`src/rtl/bfly_pkg.sv`:
```
`timescale 1ns/1ps
// bfly_pkg: shared widths, sub-function codes and the complex sample type.
// Assumes the CPU-side word is 32 bits and samples are 16-bit two's complement.
package bfly_pkg;
    localparam int DATA_W  = 16;  // sample width
    localparam int COEF_W  = 16;  // coefficient width
    localparam int COEF_FR = 14;  // coefficient fractional bits
    localparam int PFX_W   = 11;  // prefix port width
    localparam int WORD_W  = 32;  // CPU word width
    localparam int OP_W    = 3;   // decoded sub-function bits

    typedef enum logic [OP_W-1:0] {
        OP_LD_A  = 3'd0,
        OP_LD_B  = 3'd1,
        OP_LD_W1 = 3'd2,
        OP_LD_W2 = 3'd3,
        OP_RD_DR = 3'd4,
        OP_RD_DI = 3'd5,
        OP_RD_ER = 3'd6,
        OP_RD_EI = 3'd7
    } bfly_op_e;

    typedef struct packed {
        logic signed [DATA_W-1:0] re;
        logic signed [DATA_W-1:0] im;
    } cplx_t;
endpackage

```
`src/rtl/bfly_prefix_dec.sv`:
```
`timescale 1ns/1ps
// bfly_prefix_dec: turns a start strobe and prefix into a qualified command.
// Assumes only the low OP_W bits carry a code; any higher bit set voids the command.
module bfly_prefix_dec
    import bfly_pkg::*;
#(
    parameter int PW = PFX_W
) (
    input  logic          start_i,
    input  logic          en_i,
    input  logic [PW-1:0] prefix_i,
    output logic          fire_o,
    output logic          is_rd_o,
    output bfly_op_e      op_o
);
    localparam int HI_W = PW - OP_W;

    logic [HI_W-1:0] hi_bits;
    assign hi_bits = prefix_i[PW-1:OP_W];

    // Qualify the command: strobe, enable, and no stray upper prefix bits.
    always_comb begin
        op_o    = bfly_op_e'(prefix_i[OP_W-1:0]);
        fire_o  = start_i && en_i && (hi_bits == '0);
        is_rd_o = prefix_i[OP_W-1];
    end
endmodule

```
`src/rtl/bfly_twiddle_mul.sv`:
```
`timescale 1ns/1ps
// bfly_twiddle_mul: combinational (X+jY)(C+jS) using three products,
// R = (C-S)Y + C(X-Y), I = (C+S)X - C(X-Y), scaled by 2^-(CF+1).
// Assumes the caller supplies C, C+S and C-S; no pipeline stage inside.
module bfly_twiddle_mul #(
    parameter int DW = 16,
    parameter int CW = 16,
    parameter int CF = 14
) (
    input  logic signed [DW:0]   x_i,
    input  logic signed [DW:0]   y_i,
    input  logic signed [CW-1:0] c_i,
    input  logic signed [CW-1:0] cps_i,
    input  logic signed [CW-1:0] cms_i,
    output logic signed [DW-1:0] re_o,
    output logic signed [DW-1:0] im_o
);
    localparam int XW = DW + 2;
    localparam int PW = XW + CW;
    localparam int SH = CF + 1;

    logic signed [XW-1:0] xmy;
    logic signed [PW-1:0] p_c, p_r, p_i, re_full, im_full;

    // Shared term C(X-Y) feeds both outputs; the other two products are per-output.
    always_comb begin
        xmy     = XW'(x_i) - XW'(y_i);
        p_c     = PW'(c_i) * PW'(xmy);
        p_r     = PW'(cms_i) * PW'(y_i);
        p_i     = PW'(cps_i) * PW'(x_i);
        re_full = p_r + p_c;
        im_full = p_i - p_c;
        re_o    = re_full[SH +: DW];
        im_o    = im_full[SH +: DW];
    end
endmodule

```
`src/rtl/bfly_core.sv`:
```
`timescale 1ns/1ps
// bfly_core: operand, coefficient and output registers plus the adder,
// subtractor and twiddle multiplier. A launch sets a pending flag; the
// butterfly is captured into the output registers on the next enabled edge.
// Assumes synchronous active-low reset and clk_en as a global update gate.
module bfly_core
    import bfly_pkg::*;
#(
    parameter int DW = DATA_W,
    parameter int CW = COEF_W,
    parameter int CF = COEF_FR
) (
    input  logic          clk,
    input  logic          rst_n,
    input  logic          en_i,
    input  logic          fire_i,
    input  bfly_op_e      op_i,
    input  logic [DW-1:0] wa_i,
    input  logic [DW-1:0] wb_i,
    output cplx_t         d_o,
    output cplx_t         e_o
);
    cplx_t                a_q, b_q;
    logic signed [CW-1:0] c_q, cps_q, cms_q;
    logic                 go_q;

    logic signed [DW:0]   sum_re, sum_im, dif_re, dif_im;
    cplx_t                d_nxt, e_nxt;

    // Adder and subtractor at one guard bit; halving drops the LSB.
    always_comb begin
        sum_re   = (DW+1)'(a_q.re) + (DW+1)'(b_q.re);
        sum_im   = (DW+1)'(a_q.im) + (DW+1)'(b_q.im);
        dif_re   = (DW+1)'(a_q.re) - (DW+1)'(b_q.re);
        dif_im   = (DW+1)'(a_q.im) - (DW+1)'(b_q.im);
        d_nxt.re = sum_re[DW:1];
        d_nxt.im = sum_im[DW:1];
    end

    bfly_twiddle_mul #(.DW(DW), .CW(CW), .CF(CF)) u_tw (
        .x_i   (dif_re),
        .y_i   (dif_im),
        .c_i   (c_q),
        .cps_i (cps_q),
        .cms_i (cms_q),
        .re_o  (e_nxt.re),
        .im_o  (e_nxt.im)
    );

    // Operand/coefficient loads, pending launch, and output capture.
    always_ff @(posedge clk) begin
        if (!rst_n) begin
            a_q   <= '0;
            b_q   <= '0;
            c_q   <= '0;
            cps_q <= '0;
            cms_q <= '0;
            go_q  <= 1'b0;
            d_o   <= '0;
            e_o   <= '0;
        end else if (en_i) begin
            if (go_q) begin
                d_o  <= d_nxt;
                e_o  <= e_nxt;
                go_q <= 1'b0;
            end
            if (fire_i) begin
                case (op_i)
                    OP_LD_A:  a_q <= '{re: wa_i, im: wb_i};
                    OP_LD_B:  b_q <= '{re: wa_i, im: wb_i};
                    OP_LD_W1: begin
                        c_q   <= wa_i;
                        cps_q <= wb_i;
                    end
                    OP_LD_W2: begin
                        cms_q <= wa_i;
                        go_q  <= 1'b1;
                    end
                    default: ;
                endcase
            end
        end
    end
endmodule

```
`src/rtl/bfly_ci_unit.sv`:
```
`timescale 1ns/1ps
// bfly_ci_unit: custom-instruction wrapper around the butterfly core.
// Decodes the prefix, routes load words to the core and registers the
// selected output word, sign-extended, on result.
// Assumes the CPU holds off reading for at least two cycles after a launch.
module bfly_ci_unit
    import bfly_pkg::*;
#(
    parameter int DW = DATA_W,
    parameter int WW = WORD_W,
    parameter int PW = PFX_W
) (
    input  logic          clk,
    input  logic          rst_n,
    input  logic          clk_en,
    input  logic          start,
    input  logic [PW-1:0] prefix,
    input  logic [WW-1:0] dataa,
    input  logic [WW-1:0] datab,
    output logic [WW-1:0] result
);
    logic     fire, is_rd;
    bfly_op_e op;
    cplx_t    d_w, e_w;
    logic signed [DW-1:0] rd_sel;

    bfly_prefix_dec #(.PW(PW)) u_dec (
        .start_i  (start),
        .en_i     (clk_en),
        .prefix_i (prefix),
        .fire_o   (fire),
        .is_rd_o  (is_rd),
        .op_o     (op)
    );

    bfly_core #(.DW(DW), .CW(COEF_W), .CF(COEF_FR)) u_core (
        .clk    (clk),
        .rst_n  (rst_n),
        .en_i   (clk_en),
        .fire_i (fire),
        .op_i   (op),
        .wa_i   (dataa[DW-1:0]),
        .wb_i   (datab[DW-1:0]),
        .d_o    (d_w),
        .e_o    (e_w)
    );

    // Read-back selection among the four output halves.
    always_comb begin
        case (op)
            OP_RD_DR: rd_sel = d_w.re;
            OP_RD_DI: rd_sel = d_w.im;
            OP_RD_ER: rd_sel = e_w.re;
            default:  rd_sel = e_w.im;
        endcase
    end

    // Result register: updated only by an accepted read command.
    always_ff @(posedge clk) begin
        if (!rst_n)
            result <= '0;
        else if (fire && is_rd)
            result <= WW'(rd_sel);
    end
endmodule

```
`config.mk`:
```
export PLATFORM = sky130hd
export DESIGN_NAME = bfly_ci_unit
export DESIGN_NICKNAME = d
export VERILOG_FILES = /design/src/rtl/bfly_pkg.sv /design/src/rtl/bfly_prefix_dec.sv /design/src/rtl/bfly_twiddle_mul.sv /design/src/rtl/bfly_core.sv /design/src/rtl/bfly_ci_unit.sv
export SDC_FILE = /design/constraint.sdc
export NUM_CORES = 2
export LEC_CHECK = 0
export ABC_AREA = 1
export ABC_CLOCK_PERIOD_IN_PS = 16800
export BUFFER_PORTS_ARGS = -buffer_cell sky130_fd_sc_hd__buf_2
export CORE_MARGIN = 5
export CORE_UTILIZATION = 55
export CTS_BUF_LIST = sky130_fd_sc_hd__clkbuf_16
export DETAILED_ROUTE_END_ITERATION = 12
export GPL_ROUTABILITY_DRIVEN = 0
export PLACE_DENSITY = 0.72
export SYNTH_ARGS = -nofsm -noshare
export SYNTH_HDL_FRONTEND = slang
export SYNTH_SLANG_ARGS = --single-unit
```
`constraint.sdc`:
```
create_clock -name clk -period 16.8 [get_ports clk]
set_input_delay 0 -clock clk [delete_from_list [all_inputs] [get_ports clk]]
set_output_delay 0 -clock clk [all_outputs]
set_load 0.02 [all_outputs]
```
# == Word-level counts from Yosys, hierarchy flattened ==
# Index checks and enable logic that the tools add are counted.
# Widths: inputs -> output; s select.
# op_classes
reduce_logical,10
n_mux,3
n_addsub,7
n_eq_ne,6
n_mul,3
# ops
operator,count
$mul 16x17->31,2
$pmux 16 s3,1
$add 16x16->17,2
$sub 16x16->17,2
$add 31x31->31,1
$mul 16x18->31,1
$sub 31x31->31,1
$sub 17x17->18,1
$reduce_and 3->1,4
$eq 3x3->1 const B,3
$logic_not 8->1,1
$eq 3x2->1 const B,2
$eq 3x1->1 const B,1
$logic_and 1x1->1,3
$logic_not 3->1,1
$mux 1,2
$reduce_and 2->1,1
# totals
elab_cells,42
regBits,193
input_bits,79
output_inout_bits,32

# == Depth between registers and ports, before layout ==
# logic_depth
ltp_word,4
ltp_mapped,70
ltp_nobuf,70

# == Cells and area by module ==
# A second synthesis with hierarchy kept.
# hier_totals
hier_cells,5784
area_unflattened_um2,44290.0
# by_module_without_submodules
module,cells_each,n_inst,area_each_um2,seq_area_each_um2
bfly_twiddle_mul,4035,1,32491.2,0.0
bfly_core,1484,1,10020.9,3543.4
bfly_ci_unit,252,1,1712.9,320.3
bfly_prefix_dec,13,1,65.1,0.0

# == Least setup slack after synthesis ==
# OpenSTA, ideal clock, no wires.
# synth_path
path_kind,register -> register
startpoint,reg u_core.a_q[16] in the netlist's numbering
endpoint,reg u_core.e_o[15] in the netlist's numbering
n_path_buf,0
path_stages_with_launch,65
required_ns,16.691
path_slack_ns,3.851
t_arrival_ns,12.840
cell_sequence,dfxtp_1 -> inv_1 -> ha_1 -> fa_1 -> nand3b_1 -> nand2_1 -> nand2_1 -> nand2_1 -> a21oi_1 -> or2_2 -> nand2_1 -> clkinv_1 -> ha_1 -> nand2_1 -> inv_1 -> a21oi_1 -> nand2_2 -> a31o_2 -> [29 not listed] -> fa_1 -> fa_1 -> fa_1 -> fa_1 -> inv_1 -> ha_1 -> nand2_1 -> nor3_1 -> nand2_1 -> nor4_1 -> nand2_1 -> nand2_1 -> nand3b_1 -> nand2_1 -> nand3_1 -> nand3_1 -> nand2_1 -> inv_1
# synth_between
elab_chain_len,4
elab_cells_between_ends,5
cone_classes,add/sub: 3; mul: 2
# synth_lines
element,line,source
from (decl),bfly_core.sv:23,"cplx_t a_q, b_q;"
from (signal assigned),bfly_core.sv:69,"OP_LD_A: a_q <= '{re: wa_i, im: wb_i};"
$sub 16x16->17 *,bfly_core.sv:34,dif_re = (DW+1)'(a_q.re) - (DW+1)'(b_q.re);
$sub 17x17->18,bfly_twiddle_mul.sv:27,xmy = XW'(x_i) - XW'(y_i);
$mul 16x18->31,bfly_twiddle_mul.sv:28,p_c = PW'(c_i) * PW'(xmy);
$sub 31x31->31 *,bfly_twiddle_mul.sv:32,im_full = p_i - p_c;
to (signal assigned),bfly_core.sv:64,e_o <= e_nxt;
to (decl),bfly_core.sv:21,output cplx_t e_o
# Mark *: on every way between the ends. The rest lies on a longest branch, timed or not.
# A chain may end at the register's enable or synchronous reset.

# == Worst setup path in the final report ==
# Ends and elaborated chain as after synthesis.

==> results.json <==
{
  "slew_violations": 0,
  "drc": 0,
  "rows": 101,
  "hold_viol": 0,
  "postCtsHoldBufs": 35,
  "grtUsageTotal_pct": 31.3,
  "slew_headroom_pct": 18.6,
  "skew_ns": 0.0206,
  "synth_top_flop_cell": "dfxtp_1",
  "endpoint_kind": "flop",
  "core_area_um2": 75800,
  "max_freq_mhz": 63.9,
  "final_net_count": 6552,
  "first_iter_violations": 2747,
  "drive_gt1_share_pct": 4.23,
  "syn_avg_cell_area_um2": 7.94,
  "fillers": 6865,
  "yosysTopAreaCell": "fa_1",
  "wirelength_um": 125000,
  "antenna_found_initial": 1,
  "cts_root_buf": "clkbuf_16",
  "maxCapViolCount": 0,
  "synth_fp_nets": 6557,
  "final_area_um2": 44100,
  "final_core_util_pct": 58.2,
  "rsz0062_at_grt": "no",
  "required_ns": 17.19,
  "r2r_end": "u_core.e_o[15]$_SDFFE_PN0P_",
  "cp_num_cells": 64,
  "regArea_um2": 3860,
  "ys_types": 54,
  "cts_buffers": 17,
  "clock_path_buffers": 2,
  "critPathMaxStageDelay_ns": 0.76,
  "port_buffers": 78,
  "cts_setup_buffers": 0,
  "dieWidth_um": 286,
  "ys_ff_latch": 193,
  "yosysSeqAreaShare_pct": 9.20,
  "area_delta_synth_final_pct": 5.12,
  "syn_inst": 5291,
  "drt_first_pass_iters": 7,
  "synth_edf_count": 0,
  "htree_levels": 4,
  "fin_ws_ns": 1.14,
  "grt_max_degree": 88,
  "yosys_warnings": 0,
  "design.portCount": 111,
  "die_y_um": 286,
  "clkLatencyLatePin_ns": 0.49,
  "grt_pass1_vias": 35993,
  "setup_viol": 0,
  "viasPerCell": 5.51,
  "min_period_ns": 15.66,
  "syn-cell-area_um2": 42000,
  "ant_nets": 0,
  "final.setup.tns_ns": 0,
  "place_area_um2": 43100,
  "met1_length_um": 48000,
  "status": "completed",
  "maxUsedRoutingLayer": "met4",
  "startpoint": "u_core.a_q[16]$_SDFFE_PN0P_",
  "start_util_pct": 55.4,
  "cts.sinks": 193,
  "route.met2.wl_um": 56000,
  "p_leak_nw": 21.4,
  "endpoint": "u_core.e_o[15]$_SDFFE_PN0P_",
  "wl_per_cell_um": 20.0,
  "gr-total-overflow": 0,
  "dp_slack_ns": 1.49,
  "crit_top_cell": "fa_1",
  "yosys-top-cells-count": "inv_1 (1234), nand2_1 (918), fa_1 (849), nor2_1 (690), ha_1 (338)",
  "diodes": 0,
  "worst_pin_slew_ns": 1.21,
  "met3_length_um": 12600,
  "peakVddDrop_v": 0.0000936,
  "cp_slowest_cell": "xor2_1",
  "cts_tree": "yes",
  "multi_input_area_um2": 32600,
  "place_hpwl_um": 103000,
  "crit_path_max_fanout": 10,
  "cp-start-kind": "flop",
  "r2r_setup_slack_ns": 1.14,
  "grt_pass1_wl_um": 198000,
  "hold_class": "input port to flop",
  "cp_num_buf_inv": 14,
  "async_reset_ff_share_pct": 0,
  "period_share_pct": 93.2,
  "cp_top_family": "adder cells",
  "rr_worst_depth": 64,
  "worstPathArrival_ns": 16.04,
  "synth.area.top_cells": "fa_1 (40%), inv_1 (11%), ha_1 (10%)",
  "die_area_um2": 82000,
  "vias": 34608,
  "crit_type": "flop to flop",
  "yosysTopAreaCellShare_pct": 40.5,
  "cts_resized": 0,
  "clkTransAtPathRegs_ns": 0.09,
  "p_per_area_nw_per_um2": 22.4,
  "rr_startpoint": "u_core.a_q[16]$_SDFFE_PN0P_",
  "synth.most_common_cell": "inv_1"
}
## power breakdown
group | internal, mW | switching [mW] | total [mW]
clock network | 0.245 | 0.222 | 0.467
registers | 0.457 | 0.000117 | 0.457
logic | 0.0170 | 0.0501 | 0.0671
## worst min-delay path, cell delays in order
cell	delay, ns
buf_2	0.09
buf_4	0.30
o221ai_1	0.16
inv_1	0.06
## cell families (layout without fill, tap and decap cells)
group                      after synthesis  after routing  share of synthesized area (%)
AOI/OAI and AO/OA                      525            525                           7.42
xor gates and xnor gates               105            105                           2.19
buffers and inverters                 1448           1456                           13.2
and+or+nand+nor                       1833           1833                           17.5
DFF                                    193            193                           9.20
adders and majority gates             1187           1187                           50.5
## stage by stage
stage / total power, mW / hold WS, ns / instances
finish: 0.991 / 0.172 / 6277
global placement: 0.526 / 0.343 / 6210
floorplan: 0.494 / 0.135 / 5291
CTS: 0.992 / 0.130 / 6277
detailed placement: 0.526 / 0.348 / 6210
global route: 1.02 / 0.211 / 6277
## placed cells by master (no fill, tap or decap), drive strengths merged, types with 24 or more instances in the layout
cell	count
nor2	691
inv	1252
dfxtp	193
a211oi	78
clkinv	37
a21oi	211
dlygate4sd3	35
xnor2	33
fa	849
buf	112
nor3	24
ha	338
xor2	72
nand3	104
o21ai	141
nand2	952
## how the worst min path moves through the flow
stage / endpoint / slack, ns / startpoint / cells past startpoint
after floorplan: u_core.a_q[10]$_SDFFE_PN0P_ / 0.13 / datab[10] / 2
after global placement: u_core.a_q[6]$_SDFFE_PN0P_ / 0.34 / datab[6] / 3
after detailed placement: u_core.a_q[6]$_SDFFE_PN0P_ / 0.35 / datab[6] / 3
after CTS: u_core.cms_q[0]$_SDFFE_PN0P_ / 0.13 / prefix[9] / 5
after global routing: u_core.e_o[23]$_SDFFE_PN0P_ / 0.21 / rst_n / 4
final: u_core.e_o[23]$_SDFFE_PN0P_ / 0.17 / rst_n / 4
## sequential cells by signal (all words and copies together), names as in the netlist
| name | count |
|---|---|
| u_core.a_q | 32 |
| u_core.b_q | 32 |
| u_core.d_o | 32 |
| u_core.e_o | 32 |
| result | 16 |
| u_core.c_q | 16 |
| u_core.cms_q | 16 |
| u_core.cps_q | 16 |
| u_core.go_q | 1 |
## layout make-up
type                            instances  share of cell area, %
Sequential cell                       193                   8.75
Clock buffer                           17                  0.964
Inverter                             1277                   10.9
Multi-Input combinational cell       3650                   73.8
Timing Repair Buffer                  147                   2.26
Clock inverter                         15                  0.547
Tap cell                              978                   2.77
## routing by layer
metal	vias up	global-route usage, %
met5	-	0
met4	0	17.9
met3	392	6.75
met2	1584	49.5
met1	16948	40.2
li1	15684	-
Power figures use the tool's default switching activity.
